**src/rtl/serial_access_pkg.sv**
```systemverilog
// Shared widths, operation codes and the decoded-instruction record for the
// serial access-layer decoder. The opcode layout fixes every width here.
package serial_access_pkg;

    localparam int BYTE_W  = 8;
    localparam int IO_AW   = 6;
    localparam int CS_AW   = 4;

    typedef enum logic [2:0] {
        OP_NONE,
        OP_PTR,
        OP_IO_RD,
        OP_IO_WR,
        OP_CS_RD,
        OP_CS_WR
    } op_e;

    // One decoded instruction. addr carries the I/O address, the
    // control/status address in its low bits, or the pointer half in bit 0.
    typedef struct packed {
        op_e              op;
        logic [IO_AW-1:0] addr;
    } instr_t;

endpackage

```
**src/rtl/sad_opdecode.sv**
```systemverilog
// Opcode decoder. Purely combinational: it classifies one byte and rebuilds
// the direct address scattered through it. It assumes the byte is an opcode;
// the sequencer decides whether the result is used.
module sad_opdecode
    import serial_access_pkg::*;
(
    input  logic [BYTE_W-1:0] opcode,
    output instr_t            dec
);

    // Pattern match in priority order: the pointer store has bit 4 clear, so
    // it is tested first and cannot be taken for an I/O access.
    always_comb begin
        dec.op   = OP_NONE;
        dec.addr = '0;
        if (opcode[7:1] == 7'b0110100) begin
            dec.op   = OP_PTR;
            dec.addr = {{(IO_AW-1){1'b0}}, opcode[0]};
        end else if (opcode[4]) begin
            dec.op   = opcode[7] ? OP_IO_WR : OP_IO_RD;
            dec.addr = {opcode[6:5], opcode[3:0]};
        end else if (opcode[7:4] == 4'b1000) begin
            dec.op   = OP_CS_RD;
            dec.addr = {2'b00, opcode[3:0]};
        end else if (opcode[7:4] == 4'b1100) begin
            dec.op   = OP_CS_WR;
            dec.addr = {2'b00, opcode[3:0]};
        end
    end

endmodule

```
**src/rtl/sad_pointer.sv**
```systemverilog
// Pointer register built from byte-wide lanes. One lane at a time is
// replaced when wr_en is high; sel picks the lane. It assumes at most two
// lanes, because the opcode carries a single select bit.
module sad_pointer #(
    parameter int BYTE_W  = 8,
    parameter int N_BYTES = 2
) (
    input  logic                      clk,
    input  logic                      rst_n,
    input  logic                      wr_en,
    input  logic                      sel,
    input  logic [BYTE_W-1:0]         wdata,
    output logic [N_BYTES*BYTE_W-1:0] ptr
);

    localparam int PTR_W = N_BYTES * BYTE_W;

    logic [PTR_W-1:0] ptr_q;

    for (genvar g = 0; g < N_BYTES; g++) begin : g_lane
        // Lane g: cleared by reset, replaced when selected and written.
        always_ff @(posedge clk) begin
            if (!rst_n)
                ptr_q[g*BYTE_W +: BYTE_W] <= '0;
            else if (wr_en && (sel == 1'(g)))
                ptr_q[g*BYTE_W +: BYTE_W] <= wdata;
        end
    end

    assign ptr = ptr_q;

    // without a write the pointer holds its value.
    a_r2_ptr_holds: assert property (@(posedge clk) disable iff (!rst_n)
        !wr_en |=> $stable(ptr));

endmodule

```
**src/rtl/sad_sequencer.sv**
```systemverilog
// Instruction sequencer. In idle it takes an opcode (already decoded by
// sad_opdecode). A store or write waits for one data byte. A read strobes
// its space once, captures the byte the space returns one cycle later, and
// holds it on the output stream until it is taken. It assumes both spaces
// answer a read strobe with data on the following cycle.
module sad_sequencer
    import serial_access_pkg::*;
(
    input  logic              clk,
    input  logic              rst_n,
    input  logic [BYTE_W-1:0] in_data,
    input  logic              in_valid,
    output logic              in_ready,
    input  instr_t            dec,
    output logic [BYTE_W-1:0] out_data,
    output logic              out_valid,
    input  logic              out_ready,
    output logic [IO_AW-1:0]  io_addr,
    output logic              io_wr,
    output logic              io_rd,
    input  logic [BYTE_W-1:0] io_rdata,
    output logic [CS_AW-1:0]  cs_addr,
    output logic              cs_wr,
    output logic              cs_rd,
    input  logic [BYTE_W-1:0] cs_rdata,
    output logic              ptr_we,
    output logic              ptr_sel
);

    typedef enum logic [2:0] {
        S_IDLE,
        S_AWAIT,
        S_RD_ISSUE,
        S_RD_LATCH,
        S_RD_PUSH
    } state_e;

    state_e            state_q, state_d;
    instr_t            instr_q;
    logic [BYTE_W-1:0] out_q;
    logic              accept;
    logic              data_fire;

    assign in_ready  = (state_q == S_IDLE) || (state_q == S_AWAIT);
    assign accept    = in_valid && in_ready;
    assign data_fire = accept && (state_q == S_AWAIT);

    // Strobes and addresses come from the held instruction only.
    assign io_addr   = instr_q.addr;
    assign cs_addr   = instr_q.addr[CS_AW-1:0];
    assign ptr_sel   = instr_q.addr[0];
    assign io_wr     = data_fire && (instr_q.op == OP_IO_WR);
    assign cs_wr     = data_fire && (instr_q.op == OP_CS_WR);
    assign ptr_we    = data_fire && (instr_q.op == OP_PTR);
    assign io_rd     = (state_q == S_RD_ISSUE) && (instr_q.op == OP_IO_RD);
    assign cs_rd     = (state_q == S_RD_ISSUE) && (instr_q.op == OP_CS_RD);
    assign out_valid = (state_q == S_RD_PUSH);
    assign out_data  = out_q;

    // Next-state selection for the instruction sequence.
    always_comb begin
        state_d = state_q;
        unique case (state_q)
            S_IDLE: begin
                if (accept) begin
                    unique case (dec.op)
                        OP_PTR, OP_IO_WR, OP_CS_WR: state_d = S_AWAIT;
                        OP_IO_RD, OP_CS_RD:         state_d = S_RD_ISSUE;
                        default:                    state_d = S_IDLE;
                    endcase
                end
            end
            S_AWAIT:    if (accept) state_d = S_IDLE;
            S_RD_ISSUE: state_d = S_RD_LATCH;
            S_RD_LATCH: state_d = S_RD_PUSH;
            S_RD_PUSH:  if (out_ready) state_d = S_IDLE;
            default:    state_d = S_IDLE;
        endcase
    end

    // State register; reset drops any pending operation.
    always_ff @(posedge clk) begin
        if (!rst_n) state_q <= S_IDLE;
        else        state_q <= state_d;
    end

    // Holds the decoded opcode from acceptance until the instruction ends.
    always_ff @(posedge clk) begin
        if (!rst_n)
            instr_q <= '{op: OP_NONE, addr: '0};
        else if (accept && (state_q == S_IDLE))
            instr_q <= dec;
    end

    // Captures the read byte in the cycle after the read strobe.
    always_ff @(posedge clk) begin
        if (!rst_n)
            out_q <= '0;
        else if (state_q == S_RD_LATCH)
            out_q <= (instr_q.op == OP_IO_RD) ? io_rdata : cs_rdata;
    end

    // the four strobes never overlap.
    a_r9_one_strobe: assert property (@(posedge clk) disable iff (!rst_n)
        $onehot0({io_rd, io_wr, cs_rd, cs_wr}));

    // a read strobe leads to a readout byte two cycles later.
    a_r9_read_to_push: assert property (@(posedge clk) disable iff (!rst_n)
        (io_rd || cs_rd) |=> ##1 out_valid);

    // a stalled readout byte stays offered and unchanged.
    a_r8_hold_out: assert property (@(posedge clk) disable iff (!rst_n)
        (out_valid && !out_ready) |=> (out_valid && $stable(out_data)));

    // no input byte is consumed while a readout byte is pending.
    a_r8_no_input: assert property (@(posedge clk) disable iff (!rst_n)
        out_valid |-> !in_ready);

    // an unmatched opcode leaves the sequencer idle.
    a_r7_drop: assert property (@(posedge clk) disable iff (!rst_n)
        (accept && (state_q == S_IDLE) && (dec.op == OP_NONE))
            |=> (in_ready && !io_wr && !cs_wr && !ptr_we));

endmodule

```
**src/rtl/serial_access_decoder.sv**
```systemverilog
// Top of the serial access-layer decoder. It wires the opcode decoder, the
// sequencer and the pointer register together. It assumes a physical layer
// that delivers and accepts whole bytes over valid/ready streams, and
// address spaces that return read data one cycle after a read strobe.
module serial_access_decoder
    import serial_access_pkg::*;
#(
    parameter int PTR_BYTES = 2
) (
    input  logic                          clk,
    input  logic                          rst_n,
    input  logic [BYTE_W-1:0]             in_data,
    input  logic                          in_valid,
    output logic                          in_ready,
    output logic [BYTE_W-1:0]             out_data,
    output logic                          out_valid,
    input  logic                          out_ready,
    output logic [IO_AW-1:0]              io_addr,
    output logic [BYTE_W-1:0]             io_wdata,
    output logic                          io_wr,
    output logic                          io_rd,
    input  logic [BYTE_W-1:0]             io_rdata,
    output logic [CS_AW-1:0]              cs_addr,
    output logic [BYTE_W-1:0]             cs_wdata,
    output logic                          cs_wr,
    output logic                          cs_rd,
    input  logic [BYTE_W-1:0]             cs_rdata,
    output logic [PTR_BYTES*BYTE_W-1:0]   ptr
);

    instr_t dec;
    logic   ptr_we;
    logic   ptr_sel;

    assign io_wdata = in_data;
    assign cs_wdata = in_data;

    sad_opdecode u_dec (
        .opcode (in_data),
        .dec    (dec)
    );

    sad_sequencer u_seq (
        .clk       (clk),
        .rst_n     (rst_n),
        .in_data   (in_data),
        .in_valid  (in_valid),
        .in_ready  (in_ready),
        .dec       (dec),
        .out_data  (out_data),
        .out_valid (out_valid),
        .out_ready (out_ready),
        .io_addr   (io_addr),
        .io_wr     (io_wr),
        .io_rd     (io_rd),
        .io_rdata  (io_rdata),
        .cs_addr   (cs_addr),
        .cs_wr     (cs_wr),
        .cs_rd     (cs_rd),
        .cs_rdata  (cs_rdata),
        .ptr_we    (ptr_we),
        .ptr_sel   (ptr_sel)
    );

    sad_pointer #(
        .BYTE_W  (BYTE_W),
        .N_BYTES (PTR_BYTES)
    ) u_ptr (
        .clk   (clk),
        .rst_n (rst_n),
        .wr_en (ptr_we),
        .sel   (ptr_sel),
        .wdata (in_data),
        .ptr   (ptr)
    );

    // a reset edge leaves the block idle with a cleared pointer.
    a_r1_reset_state: assert property (@(posedge clk)
        !rst_n |=> (ptr == '0 && !out_valid && in_ready
                    && !io_wr && !io_rd && !cs_wr && !cs_rd));

    // a write strobe only fires when a byte is being taken.
    a_r4_write_on_byte: assert property (@(posedge clk) disable iff (!rst_n)
        (io_wr || cs_wr) |-> (in_valid && in_ready));

endmodule

```
**config.mk**
```make
export PLATFORM = sky130hd
export DESIGN_NAME = serial_access_decoder
export DESIGN_NICKNAME = d
export VERILOG_FILES = /design/src/rtl/serial_access_pkg.sv /design/src/rtl/sad_opdecode.sv /design/src/rtl/sad_pointer.sv /design/src/rtl/sad_sequencer.sv /design/src/rtl/serial_access_decoder.sv
export SDC_FILE = /design/constraint.sdc
export NUM_CORES = 1
export LEC_CHECK = 0
export ABC_CLOCK_PERIOD_IN_PS = 1800
export CAP_MARGIN = 20
export CELL_PAD_IN_SITES_DETAIL_PLACEMENT = 0
export CELL_PAD_IN_SITES_GLOBAL_PLACEMENT = 1
export CORE_MARGIN = 2
export CORE_UTILIZATION = 29
export CTS_CLUSTER_DIAMETER = 40
export DETAILED_ROUTE_END_ITERATION = 12
export GPL_TIMING_DRIVEN = 0
export PLACE_DENSITY = 0.79
export SKIP_LAST_GASP = 1
export SYNTH_ARGS = -nofsm -noshare
export SYNTH_HDL_FRONTEND = slang
export SYNTH_HIERARCHICAL = 1
export SYNTH_SLANG_ARGS = --single-unit
```
**constraint.sdc**
```tcl
create_clock -name clk -period 1.8 [get_ports clk]
set_clock_uncertainty 0.1 [all_clocks]
set_input_delay 0.45 -clock clk [delete_from_list [all_inputs] [get_ports clk]]
set_output_delay 0.45 -clock clk [all_outputs]
set_load 0.005 [all_outputs]
```
==> results of run 1 <==
-- placed cells by master (no fill, tap or decap), drive strengths merged --
cell and n:
or4b 1, nand3 1, nor2 4, nor3b 2, or3b 1, buf 58, clkbuf 12, nor3 1
nand3b 1, nor4 2, and3b 1, nand2b 1, xor2 1, a21oi 2, mux2i 16, and4bb 2
and2 4, dfxtp 36, a21boi 10, o21ai 9, dlygate4sd2 1, inv 3, clkinv 1, o22ai 1
o21a 1, dlymetal6s2s 3, a311oi 1, clkdlybuf4s50 65, a31oi 9, nor2b 6, nand2 62, nor4b 2
-- power groups by stage --
stage               logic, uW  registers, uW  clock network [uW]
CTS                       379            834                 582
global route              435            848                 606
floorplan                 186            850                   0
global placement          368            852                   0
detailed placement        371            852                   0
finish                    394            844                 567
-- metal layers --
layer / global-route usage / vias up / wire [microns]
met5: 0 / - / 0
met4: 0.0332 / 0 / 43
met3: 0.0580 / 5 / 424
met2: 0.233 / 59 / 2290
met1: 0.159 / 805 / 2060
li1: - / 906 / -
-- sequential cells by signal (all words and copies together) (netlist names) --
signal,flops
u_ptr/ptr,16
u_seq/out_data,8
u_seq/io_addr,6
u_seq/instr_q,3
u_seq/state_q,3
-- cell type report --
| type | instances | share of cell area |
|---|---|---|
| Tap cell | 77 | 0.0321 |
| Clock buffer | 7 | 0.0254 |
| Timing Repair Buffer | 96 | 0.293 |
| Inverter | 3 | 0.00375 |
| Buffer | 36 | 0.0925 |
| Multi-Input combinational cell | 141 | 0.301 |
| Clock inverter | 1 | 0.00292 |
| Sequential cell | 36 | 0.249 |
-- tightest hold or removal path: stages, from the launching register on --
cell and delay, ps:
dfxtp_1 310, nand2_1 50, a21boi_1 50
-- what timing repair did --
action,4_1_cts,5_1_grt
hold buffers,0,0
buffers inserted,4,9
endpoints found under the setup margin,43,37
cloned,0,0
resized for setup,74,27
pin swaps,4,6
-- through the flow --
step,utilization,area [sq um],cells,TNS (ps)
finish,0.476,3000,397,-140
global route,0.476,3000,397,-479
CTS,0.461,2910,390,-546
detailed placement,0.444,2800,380,-23020
global placement,0.444,2800,380,-22400
floorplan,-,1870,220,0
-- cells by family after synthesis --
group | after synthesis
AOI/OAI and AO/OA | 33
xor gates and xnor gates | 1
buffers and inverters | 43
DFF | 36
muxes | 16
and+or+nand+nor | 91
-- final timing paths --
kind / from / to / slack [ps] / cells past startpoint
min: u_seq/io_addr[5]$_SDFFE_PN0P_ / u_seq/io_addr[5]$_SDFFE_PN0P_ / 350 / 2
max: u_seq/state_q[1]$_SDFFE_PN0P_ / io_wr / -130 / 4
max reg2reg: u_seq/state_q[0]$_SDFFE_PN0P_ / u_seq/instr_q[6]$_SDFFE_PN0P_ / 60 / 7
min reg2reg: u_seq/io_addr[5]$_SDFFE_PN0P_ / u_seq/io_addr[5]$_SDFFE_PN0P_ / 350 / 2
==> results.cfg, run 1 <==
[synthesis]
synth-compound-area-share = 0.113
ys_top_cells_by_area = dfxtp_1, nand2_1, buf_4
synth-simple-area-share = 0.244
synth.top_cell.area_share = 0.385
post_syn_area_per_cell_sq_um = 8.52
asyncSetResetFlopFracSynth = 0
synth-xor-area-share = 0.00467
post_synth_inst_count = 220
yosysWarningCount = 6
yosys.area_share.adder = 0
ys_dominant_reg_cell = dfxtp_1
synth.mux.area_fraction = 0.0854
synth_top_cell_by_area = dfxtp_1
netlist_top_cells_count = nand2_1, dfxtp_1, buf_4, mux2i_1, a21boi_1
synth_area_sq_um = 1870
synth_edf_count = 0
yosys_register_bits = 36
synth_nets = 248
netlist-cell-type-count = 35
synthMostInstantiatedCell = nand2_1
combinational_family_with_the_most_area_after_synthesis = simple AND/OR/NAND/NOR gates
synth_sequential_area_ratio = 0.385

[worst_setup_path]
cp.required_ps = 1250
worst_setup_path_start_kind = flip-flop
peak_per_stage_delay_on_the_critical_path_ps = 380
worstSetupEndpointType = primary output
critical-path-top-delay-family = simple AND/OR/NAND/NOR gates
timing.critical_path.cells = nand2b_4, nor4_4, and2_1, buf_2
crit_fanout = 8
crit_buf_inv = 1
worstPathArrival_ps = 1380
critPathKind = reg -> out
critical_path.slowest_cell = dfxtp_4

[placement]
gp_congestion = 0.708
pre_cts_ws_ps = -935
place_hpwl_microns = 3540
port-buffer-count = 83

[clocking]
cts_buffer_depth = 2
numClockSinks = 36
clk_pin_slew_worst_paths_ps = 80
root_buffer = clkbuf_8
clock_insertion_delay_worst_skew_ps = 290
cts_tree = done
cts_made_buffers = 5
ctsHtreeMaxLevel = 2

[final_layout]
multi_input_area_sq_um = 905
n_antenna_cell = 0
finish.net_count = 347
syn2layout_area_growth_pct = 60.3
drive_above_1_share = 0.303
seq_area_sq_um = 749
num-fill-cells = 656

[pwr]
report.power.total_uw = 1800
intPower_uw = 1330
seq_power_share = 0.468
share_comb_of_total_power = 0.218
netSwitchingPower_uw = 470
power_density_of_the_placed_cells_nw_per_um2 = 601
p_clk_frac = 0.314
ir_worst_vdd_uv = 273
pleak_uw = 0.00124
power_switching_share = 0.260

[floorplan]
die_w_microns = 84.4
io-pin-count = 84
rows = 29
design.die.area_sq_um = 7120
floorplan.initialDensity = 0.297
fp.dieH_microns = 84.4
placeableCoreArea_sq_um = 6310

[sta]
report.final.slew_viol_count = 0
timing_worst_slew_pin_value_ps = 519
hold_viol_final = 0
rsz_0062_raised_after_global_routing = true
normalized_max_slew_margin = 0.652
minimum_clock_period_ps = 1930
holdWs_ps = 354
fraction_of_the_cycle_the_final_worst_path_needs = 1.07
fmax_mhz = 519
setup-violations-final = 3
timing.final.ws_setup_ps = -126

[status]
outcome = finished with violations
failed_checks = negative setup slack

[grt]
number_of_antenna_violations_at_the_first_check_in_global_routing = 0
maximum_number_of_pins_on_one_net_before_global_route_repair = 12
global_route.usage.total = 0.136
grt.overflow.total = 0
grt_pass1_vias = 1691
grt_pass1_wl_microns = 8020

[drt]
route.detailed.vias_per_inst = 4.47
routed_wl_microns = 4830
dr.first_iter.drc_count = 44
routed-via-count = 1775
post-route-drc-count = 0
detail-route-antenna-nets = 0
route.detailed.wl_per_inst_microns = 12.2
firstDrtPassIters = 4

[job]
drv_cap = 0

[min_path]
worstHoldPathType = reg -> reg
(Power assumes the default switching activity.)
==> run 2, diff against run 1 <==
--- a/config.mk
+++ b/config.mk
@@ -5,16 +5,16 @@
 export SDC_FILE = /design/constraint.sdc
 export NUM_CORES = 1
 export LEC_CHECK = 0
-export ABC_CLOCK_PERIOD_IN_PS = 1800
+export ABC_CLOCK_PERIOD_IN_PS = 2400
 export CAP_MARGIN = 20
 export CELL_PAD_IN_SITES_DETAIL_PLACEMENT = 0
 export CELL_PAD_IN_SITES_GLOBAL_PLACEMENT = 1
 export CORE_MARGIN = 2
-export CORE_UTILIZATION = 29
+export CORE_UTILIZATION = 32
 export CTS_CLUSTER_DIAMETER = 40
 export DETAILED_ROUTE_END_ITERATION = 12
 export GPL_TIMING_DRIVEN = 0
-export PLACE_DENSITY = 0.79
+export PLACE_DENSITY = 0.86
 export SKIP_LAST_GASP = 1
 export SYNTH_ARGS = -nofsm -noshare
 export SYNTH_HDL_FRONTEND = slang
==> constraint.sdc (replaced) <==
create_clock -name clk -period 2.4 [get_ports clk]
set_clock_uncertainty 0.1 [all_clocks]
set_input_delay 0.6 -clock clk [delete_from_list [all_inputs] [get_ports clk]]
set_output_delay 0.6 -clock clk [all_outputs]
set_load 0.005 [all_outputs]
==> results.cfg, run 2 (synthesized netlist as in run 1, its figures left out) <==
[placement]
place_hpwl_microns = 3540
port-buffer-count = 83
gp_congestion = 0.710
place_area_sq_um = 2800
dp_cells = 375

[sta]
setup-violations-final = 0
timing_worst_slew_pin_value_ps = 521
fraction_of_the_cycle_the_final_worst_path_needs = 0.951
setup_tns_ps = 0
report.final.slew_viol_count = 0
rsz_0062_raised_after_global_routing = false
minimum_clock_period_ps = 2280
holdWs_ps = 360
fmax_mhz = 438
normalized_max_slew_margin = 0.651
hold_viol_final = 0

[pwr]
share_comb_of_total_power = 0.212
power_density_of_the_placed_cells_nw_per_um2 = 456
netSwitchingPower_uw = 324
pleak_uw = 0.00119
p_clk_frac = 0.321
seq_power_share = 0.467
ir_worst_vdd_uv = 257
intPower_uw = 1020
power_switching_share = 0.241
report.power.total_uw = 1340

[final_layout]
multi_input_area_sq_um = 875
mostFrequentLayoutCell = clkdlybuf4s50_1
seq_area_sq_um = 727
n_antenna_cell = 0
final_cell_count_without_fillers = 386
cell_area_after_layout_sq_um = 2950
largest_register_ff_count = 16
num-fill-cells = 552
syn2layout_area_growth_pct = 57.2
drive_above_1_share = 0.207
finish.net_count = 341
layout.cells.most_common_list = clkdlybuf4s50_1, nand2_1, buf_4, dfxtp_1, mux2i_1

[clocking]
cts_buffer_depth = 2
numClockSinks = 36
cts_made_buffers = 5
root_buffer = clkbuf_8
clk_pin_slew_worst_paths_ps = 60
clock_insertion_delay_worst_skew_ps = 280
cts_tree = done
ctsHtreeMaxLevel = 2

[floorplan]
placeableCoreArea_sq_um = 5570
design.die.area_sq_um = 6490
die_w_microns = 80.5
io-pin-count = 84
floorplan.initialDensity = 0.336
fp.dieH_microns = 80.5
rows = 27

[grt]
maximum_number_of_pins_on_one_net_before_global_route_repair = 11
number_of_antenna_violations_at_the_first_check_in_global_routing = 0
grt_pass1_wl_microns = 7480
global_route.usage.total = 0.148
grt.overflow.total = 0
grt_pass1_vias = 1596

[min_path]
whs_path_depth = 2
worstHoldPathType = reg -> reg

[drt]
route.detailed.wl_per_inst_microns = 12.1
route.detailed.vias_per_inst = 4.42
routed_wl_microns = 4670
detail-route-antenna-nets = 0
post-route-drc-count = 0
firstDrtPassIters = 4
dr.first_iter.drc_count = 46
routed-via-count = 1707

[worst_setup_path]
timing.critical_path.cells = dlygate4sd2_1, buf_4, clkdlybuf4s50_1
crit_fanout = 5
worst_setup_path_start_kind = input port
critPathKind = in -> out
peak_per_stage_delay_on_the_critical_path_ps = 500
critical_path.slowest_cell = clkdlybuf4s50_1
worstPathArrival_ps = 1580
cp.required_ps = 1700
worstSetupEndpointType = primary output
r2r_cells = 7

[status]
outcome = completed

[job]
drv_cap = 0
run 2: worst max-delay path, delay by kind of cell:
family | cells | cell delay [ps]
buffers and inverters | 3 | 980
run 2: through the flow:
stage / setup WS [ps] / util
2_1_floorplan: 630 / -
3_5_place_dp: -634 / 0.501
4_1_cts: -200 / 0.518
5_1_grt: 30.9 / 0.529
3_3_place_gp: -622 / 0.501
6_report: 118 / 0.529
run 2: timing repair:
action	in CTS	in global routing
hold endpoints to repair	0	0
setup buffers	0	4
gates resized for setup	17	12
endpoints found under the setup margin	20	4
hold buffers	0	0
gates cloned	0	0
pin swaps	0	3
run 2: path summary, 6_finish.rpt:
| check | from | to | slack, ps |
|---|---|---|---|
| worst max-delay path | in_data[7] | cs_wdata[7] | 120 |
| worst min-delay path | u_ptr/ptr[7]$_SDFFE_PN0P_ | u_ptr/ptr[7]$_SDFFE_PN0P_ | 360 |
| worst max register to register | u_seq/state_q[1]$_SDFFE_PN0P_ | u_ptr/ptr[6]$_SDFFE_PN0P_ | 620 |
| worst min register to register | u_ptr/ptr[7]$_SDFFE_PN0P_ | u_ptr/ptr[7]$_SDFFE_PN0P_ | 360 |
run 2: layer usage:
layer  wire (microns)  share of wire  up-vias  track usage
li1                 -              -      893            -
met1             2100           0.45      766        0.178
met4               13         0.0028        0       0.0356
met2             2260           0.48       45        0.250
met5                0              0        -            0
met3              295          0.063        3       0.0562
run 2: power by group through the flow:
stage               clock network (uW)  registers [uW]  logic (uW)
finish                             431             627         285
floorplan                            0             637         140
detailed placement                   0             639         277
global placement                     0             639         275
global route                       480             629         312
CTS                                450             626         273
run 2: cell type report:
| class | instances | share of cell area |
|---|---|---|
| multi-input cells | 141 | 0.297 |
| repair buffers | 87 | 0.289 |
| flip-flops and latches | 36 | 0.247 |
| plain buffers | 39 | 0.103 |
| clock buffers | 8 | 0.0306 |
| well taps | 72 | 0.0306 |
| inverters | 3 | 0.00382 |
==> run 3, diff against run 2 <==
--- a/config.mk
+++ b/config.mk
@@ -9,6 +9,7 @@
 export CAP_MARGIN = 20
 export CELL_PAD_IN_SITES_DETAIL_PLACEMENT = 0
 export CELL_PAD_IN_SITES_GLOBAL_PLACEMENT = 1
+export CORE_ASPECT_RATIO = 1.1
 export CORE_MARGIN = 2
 export CORE_UTILIZATION = 32
 export CTS_CLUSTER_DIAMETER = 40
==> results.cfg, run 3 (synthesized netlist as in run 1, its figures left out) <==
[status]
outcome = completed

[placement]
pre_cts_ws_ps = -532
port-buffer-count = 83
gp_congestion = 0.683
place_hpwl_microns = 3660

[min_path]
whs_path_depth = 2
worstHoldPathType = reg -> reg

[job]
drv_cap = 0

[worst_setup_path]
crit_fanout = 5
regToRegSetupSlack_ps = 590
worstSetupEndpointType = primary output
critPathKind = in -> out
critical-path-top-delay-family = buffers and inverters
worstSetupEndpoint = io_wdata[7]
worst-path-stages = 3
crit_buf_inv = 3
critical_path.slowest_cell = clkdlybuf4s50_1
r2r_cells = 7
worstPathArrival_ps = 1580
critical_path.reg2reg.startpoint = u_seq/state_q[1]$_SDFFE_PN0P_
worst_setup_path_start_kind = input port
end_of_the_worst_register_to_register_path = u_ptr/ptr[0]$_SDFFE_PN0P_
cp.required_ps = 1700
peak_per_stage_delay_on_the_critical_path_ps = 490
timing.critical_path.cells = dlygate4sd2_1, buf_4, clkdlybuf4s50_1
crit_path_start = in_data[7]

[grt]
grt_pass1_wl_microns = 7990
number_of_antenna_violations_at_the_first_check_in_global_routing = 0
grt.overflow.total = 0
grt_pass1_vias = 1673
global_route.usage.total = 0.151
maximum_number_of_pins_on_one_net_before_global_route_repair = 11

[pwr]
power_density_of_the_placed_cells_nw_per_um2 = 455
seq_power_share = 0.470
pleak_uw = 0.00120
p_clk_frac = 0.324
intPower_uw = 1010
netSwitchingPower_uw = 320
share_comb_of_total_power = 0.207
report.power.total_uw = 1330
ir_worst_vdd_uv = 199
power_switching_share = 0.240

[sta]
timing.final.ws_setup_ps = 121
hold_viol_final = 0
minimum_clock_period_ps = 2280
setup-violations-final = 0
normalized_max_slew_margin = 0.652
fraction_of_the_cycle_the_final_worst_path_needs = 0.950
timing_worst_slew_pin_value_ps = 520
fmax_mhz = 439
rsz_0062_raised_after_global_routing = false
setup_tns_ps = 0
report.final.slew_viol_count = 0

[drt]
dr.first_iter.drc_count = 33
firstDrtPassIters = 4
routed-via-count = 1699
post-route-drc-count = 0
detail-route-antenna-nets = 0
routed_wl_microns = 4730
route.detailed.vias_per_inst = 4.37
route.detailed.wl_per_inst_microns = 12.2

[clocking]
clk_pin_slew_worst_paths_ps = 70
clock_insertion_delay_worst_skew_ps = 280
ctsHtreeMaxLevel = 2
cts-hold-fix-buffers = 0
cts_tree = done
root_buffer = clkbuf_8
numClockSinks = 36
cts_made_buffers = 5
cts_buffer_depth = 2

[final_layout]
largest_register_ff_count = 16
drive_above_1_share = 0.202
finish.net_count = 339
syn2layout_area_growth_pct = 56.5
post-route-util = 0.515
mostFrequentLayoutCell = clkdlybuf4s50_1
layout.cells.most_common_list = clkdlybuf4s50_1, nand2_1, dfxtp_1
n_antenna_cell = 0

[floorplan]
floorplan.initialDensity = 0.329
rows = 29
io-pin-count = 84
design.die.area_sq_um = 6490
placeableCoreArea_sq_um = 5700
die_w_microns = 77.0
fp.dieH_microns = 84.3
## run 3: cell count changes in the layout (fill, tap and decap cells not counted), sizes merged
cell           delta
dlygate4sd2       -1
clkbuf            -1
clkdlybuf4s15     +1
buf               -2
dlymetal6s2s      +1
## run 3: area by class of cell
cell class / count / area [sq um]
fillers: 572 / 2760
multi-input cells: 141 / 865
repair buffers: 85 / 846
flip-flops and latches: 36 / 727
plain buffers: 39 / 299
well taps: 77 / 96.3
clock buffers: 8 / 90.1
inverters: 3 / 11.3
## run 3: worst min-delay path: stages, from the launching register on
cell      delay [ps]
dfxtp_1          310
nand2_1           50
a21boi_1          50
## run 3: timing repair
action                     CTS  global route
setup endpoints to repair   20             3
gates resized for setup     21             6
pin swaps                    1             2
buffers inserted             1             1
## run 3: worst min path at each step
stage / endpoint / slack, ps / from
detailed placement: u_ptr/ptr[13]$_SDFFE_PN0P_ / 350 / u_ptr/ptr[13]$_SDFFE_PN0P_
floorplan: u_seq/io_addr[4]$_SDFFE_PN0P_ / 340 / u_seq/io_addr[4]$_SDFFE_PN0P_
global placement: u_ptr/ptr[8]$_SDFFE_PN0P_ / 340 / u_ptr/ptr[8]$_SDFFE_PN0P_
finish: u_seq/io_addr[4]$_SDFFE_PN0P_ / 350 / u_seq/io_addr[4]$_SDFFE_PN0P_
CTS: u_seq/io_addr[4]$_SDFFE_PN0P_ / 360 / u_seq/io_addr[4]$_SDFFE_PN0P_
global route: u_ptr/ptr[7]$_SDFFE_PN0P_ / 380 / u_ptr/ptr[7]$_SDFFE_PN0P_
## run 3: per-stage QoR
| stage | hold slack [ps] | std cells | area (sq um) |
|---|---|---|---|
| 2_1_floorplan | 335 | 220 | 1870 |
| 3_3_place_gp | 342 | 380 | 2800 |
| 3_5_place_dp | 348 | 380 | 2800 |
| 4_1_cts | 361 | 388 | 2910 |
| 5_1_grt | 379 | 389 | 2930 |
| 6_report | 355 | 389 | 2930 |
## run 3: power by group through the flow
stage | Clock, uW | Combinational, uW | Sequential, uW
after floorplan | 0 | 140 | 637
after global placement | 0 | 275 | 640
after detailed placement | 0 | 278 | 640
after CTS | 454 | 277 | 627
after global routing | 473 | 304 | 629
final | 432 | 276 | 627
## run 3: metal layers
layer | up-vias | GRT usage | share of wire
met2 | 46 | 0.275 | 0.50
met4 | 0 | 0.0487 | 0.013
met3 | 5 | 0.0409 | 0.060
li1 | 890 | - | -
met5 | - | 0 | 0
met1 | 758 | 0.170 | 0.42
